`config.mk`:
```
export PLATFORM = sky130hd
export DESIGN_NAME = irq_prio_ctrl
export DESIGN_NICKNAME = d
export VERILOG_FILES = /design/src/rtl/irq_pkg.sv /design/src/rtl/irq_cfg_regs.sv /design/src/rtl/irq_eligibility.sv /design/src/rtl/irq_arbiter.sv /design/src/rtl/irq_prio_ctrl.sv
export SDC_FILE = /design/constraint.sdc
export NUM_CORES = 1
export LEC_CHECK = 0
export ABC_AREA = 1
export CAP_MARGIN = 20
export CORE_ASPECT_RATIO = 1.4
export CORE_MARGIN = 2
export CORE_UTILIZATION = 45
export CTS_CLUSTER_SIZE = 20
export DETAILED_ROUTE_END_ITERATION = 10
export DONT_BUFFER_PORTS = 1
export HOLD_SLACK_MARGIN = 0.08
export SLEW_MARGIN = 0
export SYNTH_ARGS = -nofsm -noshare
export SYNTH_HDL_FRONTEND = slang
export SYNTH_HIERARCHICAL = 1
export SYNTH_SLANG_ARGS = --single-unit
```
`constraint.sdc`:
```
create_clock -name clk -period 2.1 [get_ports clk]
set_clock_uncertainty 0.1 [all_clocks]
set_input_delay 0.42 -clock clk [delete_from_list [all_inputs] [get_ports clk]]
set_output_delay 0.42 -clock clk [all_outputs]
set_load 0.05 [all_outputs]
```
`src/rtl/irq_pkg.sv`:
```
package irq_pkg;
  localparam int NUM_CH   = 7;
  localparam int CH_W     = 3;
  localparam int DATA_W   = 16;
  localparam logic ADDR_PRIO = 1'b0;
  localparam logic ADDR_MASK = 1'b1;

  typedef struct packed {
    logic [NUM_CH-1:0] ch_en;
    logic              pin_a_en;
    logic              pin_b_en;
    logic [1:0]        mask_lvl;
  } irq_cfg_t;

  // Lowest channel that passes at a given mask level; 7 passes nothing.
  function automatic logic [CH_W-1:0] mask_floor(input logic [1:0] lvl);
    case (lvl)
      2'b00:   return 3'd0;
      2'b01:   return 3'd1;
      2'b10:   return 3'd2;
      default: return 3'd7;
    endcase
  endfunction
endpackage

```
`src/rtl/irq_cfg_regs.sv`:
```
module irq_cfg_regs
  import irq_pkg::*;
(
  input  logic              clk,
  input  logic              rst,
  input  logic              wr_en,
  input  logic              wr_addr,
  input  logic [DATA_W-1:0] wr_data,
  output irq_cfg_t          cfg
);
  logic unused_hi;
  assign unused_hi = ^wr_data[DATA_W-1:NUM_CH+2];

  always_ff @(posedge clk) begin
    if (rst) begin
      cfg <= '0;
    end else if (wr_en) begin
      if (wr_addr == ADDR_PRIO) begin
        cfg.ch_en    <= wr_data[NUM_CH-1:0];
        cfg.pin_a_en <= wr_data[NUM_CH];
        cfg.pin_b_en <= wr_data[NUM_CH+1];
      end else begin
        cfg.mask_lvl <= wr_data[1:0];
      end
    end
  end
endmodule

```
`src/rtl/irq_eligibility.sv`:
```
module irq_eligibility
  import irq_pkg::*;
#(
  parameter int NSRC = 14,
  parameter logic [NSRC*CH_W-1:0] SRC_CH = '0
)(
  input  logic [NSRC-1:0] src_req,
  input  irq_cfg_t        cfg,
  output logic [NSRC-1:0] elig
);
  logic [CH_W-1:0] floor_ch;
  assign floor_ch = mask_floor(cfg.mask_lvl);

  for (genvar s = 0; s < NSRC; s++) begin : g_src
    localparam logic [CH_W-1:0] C = SRC_CH[CH_W*s +: CH_W];
    logic pin_gate;
    if (s == 0) begin : g_pa
      assign pin_gate = cfg.pin_a_en;
    end else if (s == 1) begin : g_pb
      assign pin_gate = cfg.pin_b_en;
    end else begin : g_per
      assign pin_gate = 1'b1;
    end
    assign elig[s] = src_req[s] & cfg.ch_en[C] & (C >= floor_ch) & pin_gate;
  end
endmodule

```
`src/rtl/irq_arbiter.sv`:
```
module irq_arbiter
  import irq_pkg::*;
#(
  parameter int NSRC = 14,
  parameter logic [NSRC*CH_W-1:0] SRC_CH = '0,
  localparam int IDX_W = $clog2(NSRC)
)(
  input  logic [NSRC-1:0]  elig,
  output logic             best_valid,
  output logic [CH_W-1:0]  best_ch,
  output logic [IDX_W-1:0] best_idx
);
  logic [NUM_CH-1:0] ch_hit;
  logic [IDX_W-1:0]  ch_idx [NUM_CH];

  // Per channel: lowest eligible index (scan downward so lowest is last).
  always_comb begin
    ch_hit = '0;
    for (int c = 0; c < NUM_CH; c++) ch_idx[c] = '0;
    for (int s = NSRC - 1; s >= 0; s--) begin
      for (int c = 0; c < NUM_CH; c++) begin
        if (elig[s] && (SRC_CH[CH_W*s +: CH_W] == CH_W'(c))) begin
          ch_hit[c] = 1'b1;
          ch_idx[c] = IDX_W'(s);
        end
      end
    end
  end

  // Across channels: highest channel wins.
  always_comb begin
    best_valid = 1'b0;
    best_ch    = '0;
    best_idx   = '0;
    for (int c = 0; c < NUM_CH; c++) begin
      if (ch_hit[c]) begin
        best_valid = 1'b1;
        best_ch    = CH_W'(c);
        best_idx   = ch_idx[c];
      end
    end
  end
endmodule

```
`src/rtl/irq_prio_ctrl.sv`:
```
module irq_prio_ctrl
  import irq_pkg::*;
#(
  parameter int NUM_PERIPH = 12,
  localparam int NSRC  = NUM_PERIPH + 2,
  localparam int IDX_W = $clog2(NSRC),
  localparam int VEC_W = $clog2(NSRC + 1),
  parameter logic [NSRC*CH_W-1:0] SRC_CH =
    {3'd1, 3'd0, 3'd6, 3'd6, 3'd3, 3'd3, 3'd2,
     3'd2, 3'd1, 3'd1, 3'd0, 3'd0, 3'd4, 3'd5}
)(
  input  logic                  clk,
  input  logic                  rst,
  input  logic [NUM_PERIPH-1:0] periph_irq,
  input  logic                  ext_irq_a,
  input  logic                  ext_irq_b,
  input  logic                  wr_en,
  input  logic                  wr_addr,
  input  logic [DATA_W-1:0]     wr_data,
  output logic [NUM_CH-1:0]     core_ch_req,
  output logic [VEC_W-1:0]      isr_vec
);
  irq_cfg_t         cfg;
  logic [NSRC-1:0]  src_req;
  logic [NSRC-1:0]  elig;
  logic             best_valid;
  logic [CH_W-1:0]  best_ch;
  logic [IDX_W-1:0] best_idx;
  logic [CH_W-1:0]  held_ch_q;
  logic [IDX_W-1:0] held_idx_q;
  logic             held_elig;
  logic             keep_holder;

  assign src_req = {periph_irq, ext_irq_b, ext_irq_a};

  irq_cfg_regs u_regs (
    .clk(clk), .rst(rst), .wr_en(wr_en), .wr_addr(wr_addr),
    .wr_data(wr_data), .cfg(cfg)
  );

  irq_eligibility #(.NSRC(NSRC), .SRC_CH(SRC_CH)) u_elig (
    .src_req(src_req), .cfg(cfg), .elig(elig)
  );

  irq_arbiter #(.NSRC(NSRC), .SRC_CH(SRC_CH)) u_arb (
    .elig(elig), .best_valid(best_valid), .best_ch(best_ch),
    .best_idx(best_idx)
  );

  always_comb begin
    held_elig = 1'b0;
    for (int s = 0; s < NSRC; s++) begin
      if (held_idx_q == IDX_W'(s)) held_elig = elig[s];
    end
  end

  assign keep_holder = (isr_vec != '0) && held_elig && best_valid &&
                       (best_ch == held_ch_q);

  always_ff @(posedge clk) begin
    if (rst) begin
      core_ch_req <= '0;
      isr_vec     <= '0;
      held_ch_q   <= '0;
      held_idx_q  <= '0;
    end else if (keep_holder) begin
      core_ch_req <= NUM_CH'(1) << held_ch_q;
    end else if (best_valid) begin
      core_ch_req <= NUM_CH'(1) << best_ch;
      isr_vec     <= VEC_W'(best_idx) + VEC_W'(1);
      held_ch_q   <= best_ch;
      held_idx_q  <= best_idx;
    end else begin
      core_ch_req <= '0;
      isr_vec     <= '0;
    end
  end

  // at most one channel line raised
  p_onehot_r3: assert property (@(posedge clk) disable iff (rst)
    $onehot0(core_ch_req));

  // vector is zero exactly when no line is raised
  p_none_code_r9: assert property (@(posedge clk) disable iff (rst)
    (core_ch_req == '0) |-> (isr_vec == '0));
  p_some_code_r9: assert property (@(posedge clk) disable iff (rst)
    (core_ch_req != '0) |-> (isr_vec != '0));

  // a disabled channel is never raised on the next edge
  p_block_disabled_r6: assert property (@(posedge clk) disable iff (rst)
    1'b1 |=> ((core_ch_req & ~$past(cfg.ch_en)) == '0));

  // top mask level silences every line
  p_mask_all_r8: assert property (@(posedge clk) disable iff (rst)
    (cfg.mask_lvl == 2'b11) |=> (core_ch_req == '0));

  // no eligible source means lines drop at the next edge
  p_drop_r11: assert property (@(posedge clk) disable iff (rst)
    !best_valid |=> (core_ch_req == '0));
endmodule

```
; Word-level counts from Yosys, hierarchy flattened
; Cells that the tools add are included.
[totals]
reg_bits = 29
inputBits = 34
word_cells = 140
[op_classes]
add_sub_neg = 1
order_cmp = 7
n_eq_ne = 16
shifts = 2
mux = 65
n_bitwise = 32
n_reduce_logical = 9
[ops]
columns = operator, count
row1 = $mux 4, 19
row2 = $mux 1, 37
row3 = $and 1x1->1, 30
row4 = $eq 4x4->1 const B, 6
row5 = $eq 4x3->1 const B, 4
row6 = $mux 7, 2
row7 = $shl 1x3->7 const A, 2
row8 = $mux 3, 4
row9 = $ge 3x3->1 const A, 3
row10 = $pmux 3 s3, 1
row11 = $eq 4x2->1 const B, 2
row12 = $ge 1x3->1 const A, 2
row13 = $ge 2x3->1 const A, 2
row14 = $reduce_and 2->1, 3
row15 = $add 4x1->4 const B, 1
row16 = $eq 4x1->1 const B, 1
row17 = $logic_not 4->1, 1
row18 = $mux 2, 2
row19 = $reduce_bool 4->1, 1
row20 = $eq 3x3->1, 1
row21 = $logic_and 1x1->1, 3
row22 = $eq 2x1->1 const B, 1
row23 = $eq 2x2->1 const B, 1
row24 = $logic_not 2->1, 1
row25 = $not 1->1, 2

; Depth between registers and ports, before layout
; Gate-level depths: netlist of run 1.
[depth]
word_depth = 24
depth_mapped = 17

; Modules after synthesis
; The synthesis of run 1 kept the hierarchy.
[modules_own_cells]
columns = module, instances, cells_each, area_each_um2, seq_area_each_um2
row1 = irq_prio_ctrl, 1, 139, 970.9, 360.3
row2 = irq_cfg_regs, 1, 68, 490.5, 220.2
row3 = irq_arbiter, 1, 50, 246.5, 0.0
row4 = irq_eligibility, 1, 33, 126.4, 0.0

; Worst setup path before layout of run 1
; OpenSTA, ideal clock, no wires.
[synth_path]
path_type = register to register
start = register u_regs/cfg[1] (netlist name)
end = register held_ch_q[1]
t_arrival_ps = 2066
t_required_ps = 1885
path_slack_ps = -181
stages_incl_launch_ff = 16
synth_period_minus_slack_ps = 2281
cell_sequence = dfxtp_1 -> nand2_1 -> inv_2 -> nor2_1 -> nor2_4 -> inv_2 -> o21ai_1 -> nand2_1 -> a21oi_1 -> xnor2_1 -> nand3_1 -> nor2_4 -> nand2_4 -> buf_6 -> a21oi_1 -> nor2_1
[synth_lines]
columns = element, line_no
row1 = "$eq 2x2->1, or another cell as far along", irq_pkg.sv:17  ; case (lvl)
row2 = $pmux 3 s3 (*), irq_pkg.sv:17
row3 = $ge 2x3->1 (*), irq_eligibility.sv:24  ; assign elig[s] = src_req[s] & cfg.ch_en[C] & (C >= floor_ch) & pin_gate;
row4 = $and 1x1->1 (*), irq_eligibility.sv:24
row5 = via elig[6], irq_prio_ctrl.sv:25  ; logic [NSRC-1:0] elig;
row6 = $mux 1 (*), irq_arbiter.sv:22  ; if (elig[s] && (SRC_CH[CH_W*s +: CH_W] == CH_W'(c))) begin
row7 = $mux 2 (*) (2 in series), irq_arbiter.sv:36  ; if (ch_hit[c]) begin
row8 = $mux 3 (*) (3 in series), irq_arbiter.sv:36
row9 = via best_ch[0], irq_prio_ctrl.sv:27  ; logic [CH_W-1:0] best_ch;
row10 = $eq 3x3->1 (*), irq_prio_ctrl.sv:58  ; (best_ch == held_ch_q);
row11 = $logic_and 1x1->1 (*), irq_prio_ctrl.sv:57  ; assign keep_holder = (isr_vec != '0) && held_elig && best_valid &&
row12 = $not 1->1 (no line) (*), n/a
row13 = $reduce_and 2->1 (no line) (*), n/a
row14 = "end signal, assigned", irq_prio_ctrl.sv:71  ; held_ch_q <= best_ch;
row15 = "end, declared", irq_prio_ctrl.sv:29  ; logic [CH_W-1:0] held_ch_q;
; Mark *: on every way through the listed nets, which the timed path passes. The rest lies on a longest branch.
; A chain may end at the register's enable or synchronous reset.

; Worst setup path in the final report of run 1
[layout_path]
start = register u_regs/cfg[1] (netlist name)
end = register held_idx_q[1]
[layout_lines]
columns = element, line_no
row1 = "$eq 2x2->1, or another cell as far along", irq_pkg.sv:17
row2 = $pmux 3 s3 (*), irq_pkg.sv:17
row3 = $ge 3x3->1 (*), irq_eligibility.sv:24
row4 = $and 1x1->1 (*), irq_eligibility.sv:24
row5 = via elig[11], irq_prio_ctrl.sv:25
row6 = $mux 1 (*) (2 in series), irq_arbiter.sv:22
row7 = $mux 3 (*), irq_arbiter.sv:36
row8 = via best_ch[2], irq_prio_ctrl.sv:27
row9 = $eq 3x3->1 (*), irq_prio_ctrl.sv:58
row10 = $logic_and 1x1->1 (*), irq_prio_ctrl.sv:57
row11 = $not 1->1 (no line) (*), n/a
row12 = $reduce_and 2->1 (no line) (*), n/a
row13 = "end signal, assigned", irq_prio_ctrl.sv:72  ; held_idx_q <= best_idx;
row14 = "end, declared", irq_prio_ctrl.sv:30  ; logic [IDX_W-1:0] held_idx_q;
; Marks and branches as above.

==> results_dict.tcl, run 1 <==
set metrics [dict create \
    cts.sinks 29 \
    htreeDepth 2 \
    critPathMaxFanout 8 \
    die_w_um 57.96 \
    timing.final.crit_share_pct 104.4 \
    synth_compound_area_share_pct 5.935 \
    final_common_cell "nand2_1" \
    switching_share_pct 33.97 \
    final_cell_area_um2 2406 \
    clk_pin_slew_ns 0.07 \
    clockPowerShare_pct 31.7 \
    cp_cell_sequence "nand2_4 -> inv_8 -> nor2_2 -> nor2_2 -> inv_2 -> nor2_4 -> inv_2 -> xnor2_1 -> nand3_1 -> nor2_4 -> nand2_4 -> nand3b_1 -> nand2_1 -> nor2_1" \
    clock_latency_ns 0.28 \
    num_vias 1859 \
    drt_wl_total_um 4364 \
    end_kind "flip-flop" \
    layout_common_cells "nand2_1 (64), buf_4 (42), inv_1 (37)" \
    route.antenna.remaining_nets 0 \
    syn-cell-area_um2 1834 \
    tns_ns -0.5019 \
    p_seq_share_pct 36.0 \
    clockRootBuffer "clkbuf_8" \
    power.share.combinational_pct 32.3 \
    yosys.area_share.simple_pct 46.66 \
    portBuffers 0 \
    ys_types 30 \
    period_needed_ns 2.193 \
    grt_pass1_wl_um 7162 \
    numCtsBuffers 5 \
    peakVddDrop_v 0.0006033 \
    crit_type "flip-flop to flip-flop" \
    synth_mux_area_share_pct 0.5457 \
    synth_top_family_by_area "simple AND/OR/NAND/NOR gates" \
    p_int_w 0.001251 \
    drive_gt1_share_pct 33.04 \
    syn_inst 290 \
    grt_pass1_vias 1821 \
    die_height_um 79.54 \
    coreArea_um2 3919 \
    clock.fmax_mhz 456.0 \
    worst-path-buf-inv 3 \
    cts_tree "built" \
    status "finished, violations left" \
    syn-num-nets 325 \
    cap_violations 0 \
    synth-seq-cells 29 \
    dp_hpwl_um 3439 \
    dr_wl_met3_um 163 \
    cellLeakagePower_nw 1.182 \
    wl_per_cell_um 11.51 \
    synthToLayoutAreaGrowth_pct 31.17 \
    num_rows 27 \
    timing.critical_path.arrival_ns 2.31 \
    drt_iter0_markers 48 \
    die_area_um2 4610 \
    path_delay_family "simple AND/OR/NAND/NOR gates" \
    final-setup-viol-count 10 \
    p_sw_w 0.0006438 \
    yosys_warnings 6 \
    num_antenna_cells 0 \
    min_path_type "input port to flip-flop" \
    grt_antenna_before_repair 0 \
    fillers 384 \
    finalHoldViolCount 0 \
    via_per_inst 4.905 \
    violations "setup timing" \
    post_dp_cell_area_um2 2157 \
    drt-pass1-iter-count 4 \
    maxSlewViolCount 0 \
    rsz0062_at_grt "yes" \
    grt_max_degree 17 \
    initial_core_util_pct 46.81 \
    place_congestion 0.8028 \
    slew-limit-headroom_pct 67.07 \
    drcViolationCount 0 \
    wl_met2_um 2405 \
    synthXorXnorAreaFrac_pct 1.910 \
    p_per_area_nw_per_um2 787.7 \
    dr.max_layer_used "met4" \
    wl_met1_um 1716 \
    cp.required_ns 2.22 \
    crit_path_start_kind "flip-flop" \
    fin_ws_ns -0.09287 \
    clock_path_buffers 2 \
    cp_slowest_stage_delay_ns 0.39 \
    syn_avg_cell_area_um2 6.325 \
    tightestPinTransition_ns 0.4933 \
    fin_nets 370 \
    ios 45 \
    synth_fa_ha_area_share_pct 0.6821 \
    slowest_stage "dfxtp_4" \
    grt.overflow.total 0 \
    grt_usage_pct 19.98 \
    ys_seq_area_share_pct 31.65 \
]
[synthesized netlist by cell type]
cell      number  area [µm²]
nand2_1       69       259.0
nor2_1        41       153.9
inv_1         40       150.1
nand3_1       38       190.2
dfxtp_1       29       580.6
a21oi_1       12       60.06
nor2_2        10       62.56
inv_2          8       30.03
nor4_1         6       37.54
nor2_4         5       56.30
buf_6          3       33.78
o21ai_1        3       15.01
buf_2          2       10.01
nand3b_1       2       15.01
nand4_1        2       12.51
nor3_1         2       10.01
o211ai_1       2       15.01
o21ai_0        2       10.01
xnor2_1        2       17.52
xor2_1         2       17.52
clkbuf_1       1       3.750
clkinv_1       1       3.750
ha_1           1       12.51
mux2i_1        1       10.01
nand2_2        1       6.260
nand2_4        1       11.26
nand3_2        1       10.01
nand4_4        1       21.27
nor3_2         1       10.01
o21ai_2        1       8.760
[per-layer routing]
metal	GRT usage (%)	vias to the layer above
met5	0	-
met4	7.907	0
met3	4.376	6
met2	39.32	41
met1	19.32	816
li1	-	996
[layout make-up]
cell class	count	area (µm²)	area share (%)
flip-flops and latches	29	586.8	24.39
clock inverters	1	30.03	1.248
clock buffers	7	86.33	3.588
multi-input cells	207	1131	47.01
well taps	43	53.80	2.236
repair buffers	43	326.6	13.57
inverters	49	191.4	7.956
[power by group through the flow]
stage / registers, W / clock network, W / logic [W]
after floorplan: 0.000715 / 0 / 0.000379
after global placement: 0.000696 / 0 / 0.000541
after detailed placement: 0.000696 / 0 / 0.000548
after CTS: 0.000683 / 0.000613 / 0.000584
after global routing: 0.000690 / 0.000634 / 0.000675
final: 0.000682 / 0.000600 / 0.000613
[final timing paths]
path	slack, ns	startpoint	endpoint	depth (start not counted)
setup reg to reg	-0.09	u_regs/cfg[1]$_SDFFE_PP0P_	held_idx_q[1]$_SDFFE_PP0P_	14
hold / removal	0.09	rst	isr_vec[2]$_SDFFE_PP0N_	1
setup / recovery	-0.09	u_regs/cfg[1]$_SDFFE_PP0P_	held_idx_q[1]$_SDFFE_PP0P_	14
hold reg to reg	0.39	u_regs/cfg[3]$_SDFFE_PP0P_	u_regs/cfg[3]$_SDFFE_PP0P_	2
[registers in the layout (all words and copies together), names as in the netlist]
signal,flops
isr_vec,4
held_idx_q,4
held_ch_q,3
core_ch_req,7
u_regs/cfg,11
[worst register-to-register path, cell delays in order, from the launching register on]
cell and delay (ns):
dfxtp_4 0.39, nand2_4 0.07, inv_8 0.09, nor2_2 0.05
nor2_2 0.22, inv_2 0.09, nor2_4 0.13, inv_2 0.05
xnor2_1 0.17, nand3_1 0.17, nor2_4 0.21, nand2_4 0.12
nand3b_1 0.12, nand2_1 0.07, nor2_1 0.09
[repair_timing]
item	in CTS	in global routing
pin swaps	5	7
cloned	1	0
hold buffers	0	0
gates resized for setup	7	13
setup buffers	5	4
setup endpoints to repair	10	10
[through the flow]
stage | worst slack, ns | hold slack, ns | util, % | std cells | total power (W)
2_1_floorplan | -0.01169 | 0.3608 | - | 290 | 0.001095
3_3_place_gp | -0.08678 | 0.3727 | 55.04 | 361 | 0.001237
3_5_place_dp | -0.1174 | 0.3757 | 55.04 | 361 | 0.001243
4_1_cts | -0.04779 | 0.09211 | 59.77 | 375 | 0.001881
5_1_grt | -0.2426 | 0.08366 | 61.40 | 379 | 0.002000
6_report | -0.09287 | 0.09308 | 61.40 | 379 | 0.001895
[logic make-up after synthesis]
logic type	count (synthesis)
xor gates and xnor gates	4
adders and majority gates	1
buffers and inverters	55
muxes	1
DFF	29
AOI/OAI and AO/OA	20
and+or+nand+nor	180
(Power assumes the default switching activity.)
==> run 2: changes to the inputs <==
MAX_ROUTING_LAYER = met4   (was not set)
==> results_dict.tcl, run 2 (synthesized netlist as in run 1, its figures left out) <==
set metrics [dict create \
    fin_ws_ns -0.08531 \
    dp_cells 361 \
    drive_gt1_share_pct 33.04 \
    min_path_cells 1 \
    clk_pin_slew_ns 0.07 \
    drt-pass1-iter-count 4 \
    cp_slowest_stage_delay_ns 0.39 \
    tns_ns -0.4216 \
    wl_per_cell_um 11.50 \
    maxSlewViolCount 0 \
    dp_hpwl_um 3439 \
    min_path_type "input port to flip-flop" \
    r2r_slack_ns -0.09 \
    initial_core_util_pct 46.81 \
    fin_nets 370 \
    rr_worst_depth 14 \
    grt_pass1_wl_um 7162 \
    drt_iter0_markers 49 \
    peakVddDrop_v 0.0006033 \
    final_common_cell "nand2_1" \
    end_kind "flip-flop" \
    finalHoldViolCount 0 \
    slowest_stage "dfxtp_4" \
    status "finished, violations left" \
    ios 45 \
    die_area_um2 4610 \
    slew-limit-headroom_pct 67.07 \
    grt_usage_pct 20.50 \
    cts.sinks 29 \
    portBuffers 0 \
    cp.required_ns 2.22 \
    clock_latency_ns 0.28 \
    die_w_um 57.96 \
    clock_path_buffers 2 \
    clock.fmax_mhz 457.6 \
    via_per_inst 4.921 \
    coreArea_um2 3919 \
    holdPathEnd "isr_vec[2]$_SDFFE_PP0N_" \
    violations "setup timing" \
    timing.critical_path.arrival_ns 2.30 \
    cellLeakagePower_nw 1.182 \
    postLayoutCoreUtil_pct 61.40 \
    grt_antenna_before_repair 0 \
    top_regs "u_regs/cfg (11), core_ch_req (7)" \
    period_needed_ns 2.185 \
    crit_path_start_kind "flip-flop" \
    cts_tree "built" \
    hold_start "rst" \
    htreeDepth 2 \
    p_per_area_nw_per_um2 787.2 \
    largest_reg_flops 11 \
    timing.rr.end "held_idx_q[1]$_SDFFE_PP0P_" \
    crit_type "flip-flop to flip-flop" \
    hold_buffers 0 \
    num_vias 1865 \
    timing.final.crit_share_pct 104.1 \
    route.antenna.remaining_nets 0 \
    num_rows 27 \
    synthToLayoutAreaGrowth_pct 31.17 \
    place_congestion 0.8144 \
    tightestPinTransition_ns 0.4933 \
    max_flop_register "u_regs/cfg" \
    grt_max_degree 17 \
    rsz0062_at_grt "yes" \
    numCtsBuffers 5 \
    clockRootBuffer "clkbuf_8" \
    grt.overflow.total 0 \
    finalPower_w 0.001894 \
    grt_pass1_vias 1821 \
    cp_cell_sequence "nand2_4 -> inv_8 -> nor2_2 -> nor2_2 -> inv_2 -> nor2_4 -> inv_2 -> xnor2_1 -> nand3_1 -> nor2_4 -> nand2_4 -> nand3b_1 -> nand2_1 -> nor2_1" \
    critPathMaxFanout 8 \
    drcViolationCount 0 \
    cap_violations 0 \
    layout_common_cells "nand2_1 (64), buf_4 (42), inv_1 (37)" \
    final-setup-viol-count 10 \
    die_height_um 79.54 \
    r2r_start "u_regs/cfg[1]$_SDFFE_PP0P_" \
    num_antenna_cells 0 \
    drt_wl_total_um 4358 \
    instances_no_fill 379 \
    holdWs_ns 0.09451 \
]
[run 2: critical path, delay by kind of cell, from the launching register on]
family	cells	cell delay [ns]
xor+xnor	1	0.17
buf+inv	3	0.23
flops	1	0.39
simple gates	10	1.24
[run 2: what timing repair did]
action | 4_1_cts | 5_1_grt
setup endpoints to repair | 10 | 10
setup buffers | 5 | 4
gates cloned | 1 | 0
gates resized for setup | 7 | 13
pin swaps | 5 | 7
[run 2: worst max-delay path by stage]
stage / from / to / slack, ns / depth (start not counted)
floorplan: periph_irq[3] / held_ch_q[1]$_SDFFE_PP0P_ / -0.01 / 15
finish: u_regs/cfg[1]$_SDFFE_PP0P_ / held_idx_q[1]$_SDFFE_PP0P_ / -0.09 / 14
global route: u_regs/cfg[1]$_SDFFE_PP0P_ / held_idx_q[1]$_SDFFE_PP0P_ / -0.24 / 14
CTS: u_regs/cfg[1]$_SDFFE_PP0P_ / held_ch_q[0]$_SDFFE_PP0P_ / -0.05 / 16
detailed placement: u_regs/cfg[1]$_SDFFE_PP0P_ / held_ch_q[0]$_SDFFE_PP0P_ / -0.12 / 17
global placement: u_regs/cfg[1]$_SDFFE_PP0P_ / held_ch_q[0]$_SDFFE_PP0P_ / -0.09 / 17
[run 2: stage by stage]
stage,setup slack (ns),cell area (µm²)
2_1_floorplan,-0.01169,1896
3_3_place_gp,-0.08678,2157
3_5_place_dp,-0.1174,2157
4_1_cts,-0.04779,2342
5_1_grt,-0.2426,2406
6_report,-0.08531,2406
[run 2: cell type report]
| type | instances | area, µm² |
|---|---|---|
| flip-flops and latches | 29 | 586.8 |
| fillers | 384 | 1513 |
| inverters | 49 | 191.4 |
| multi-input cells | 207 | 1131 |
| well taps | 43 | 53.80 |
| repair buffers | 43 | 326.6 |
| clock inverters | 1 | 30.03 |
| clock buffers | 7 | 86.33 |
[run 2: layer usage]
layer	part of all wire [%]	global-route usage, %	routed length [µm]	vias to the layer above
li1	-	-	-	996
met1	39	19.62	1684	813
met2	55	39.32	2403	50
met3	4.4	3.890	190	6
met4	1.8	7.907	79	0
met5	0	-	0	-
[run 2: report_power, final]
group | total, W | internal [W] | switching, W
sequential | 0.000682 | 0.000606 | 0.0000759
clock | 0.000599 | 0.000386 | 0.000213
combinational | 0.000613 | 0.000259 | 0.000354
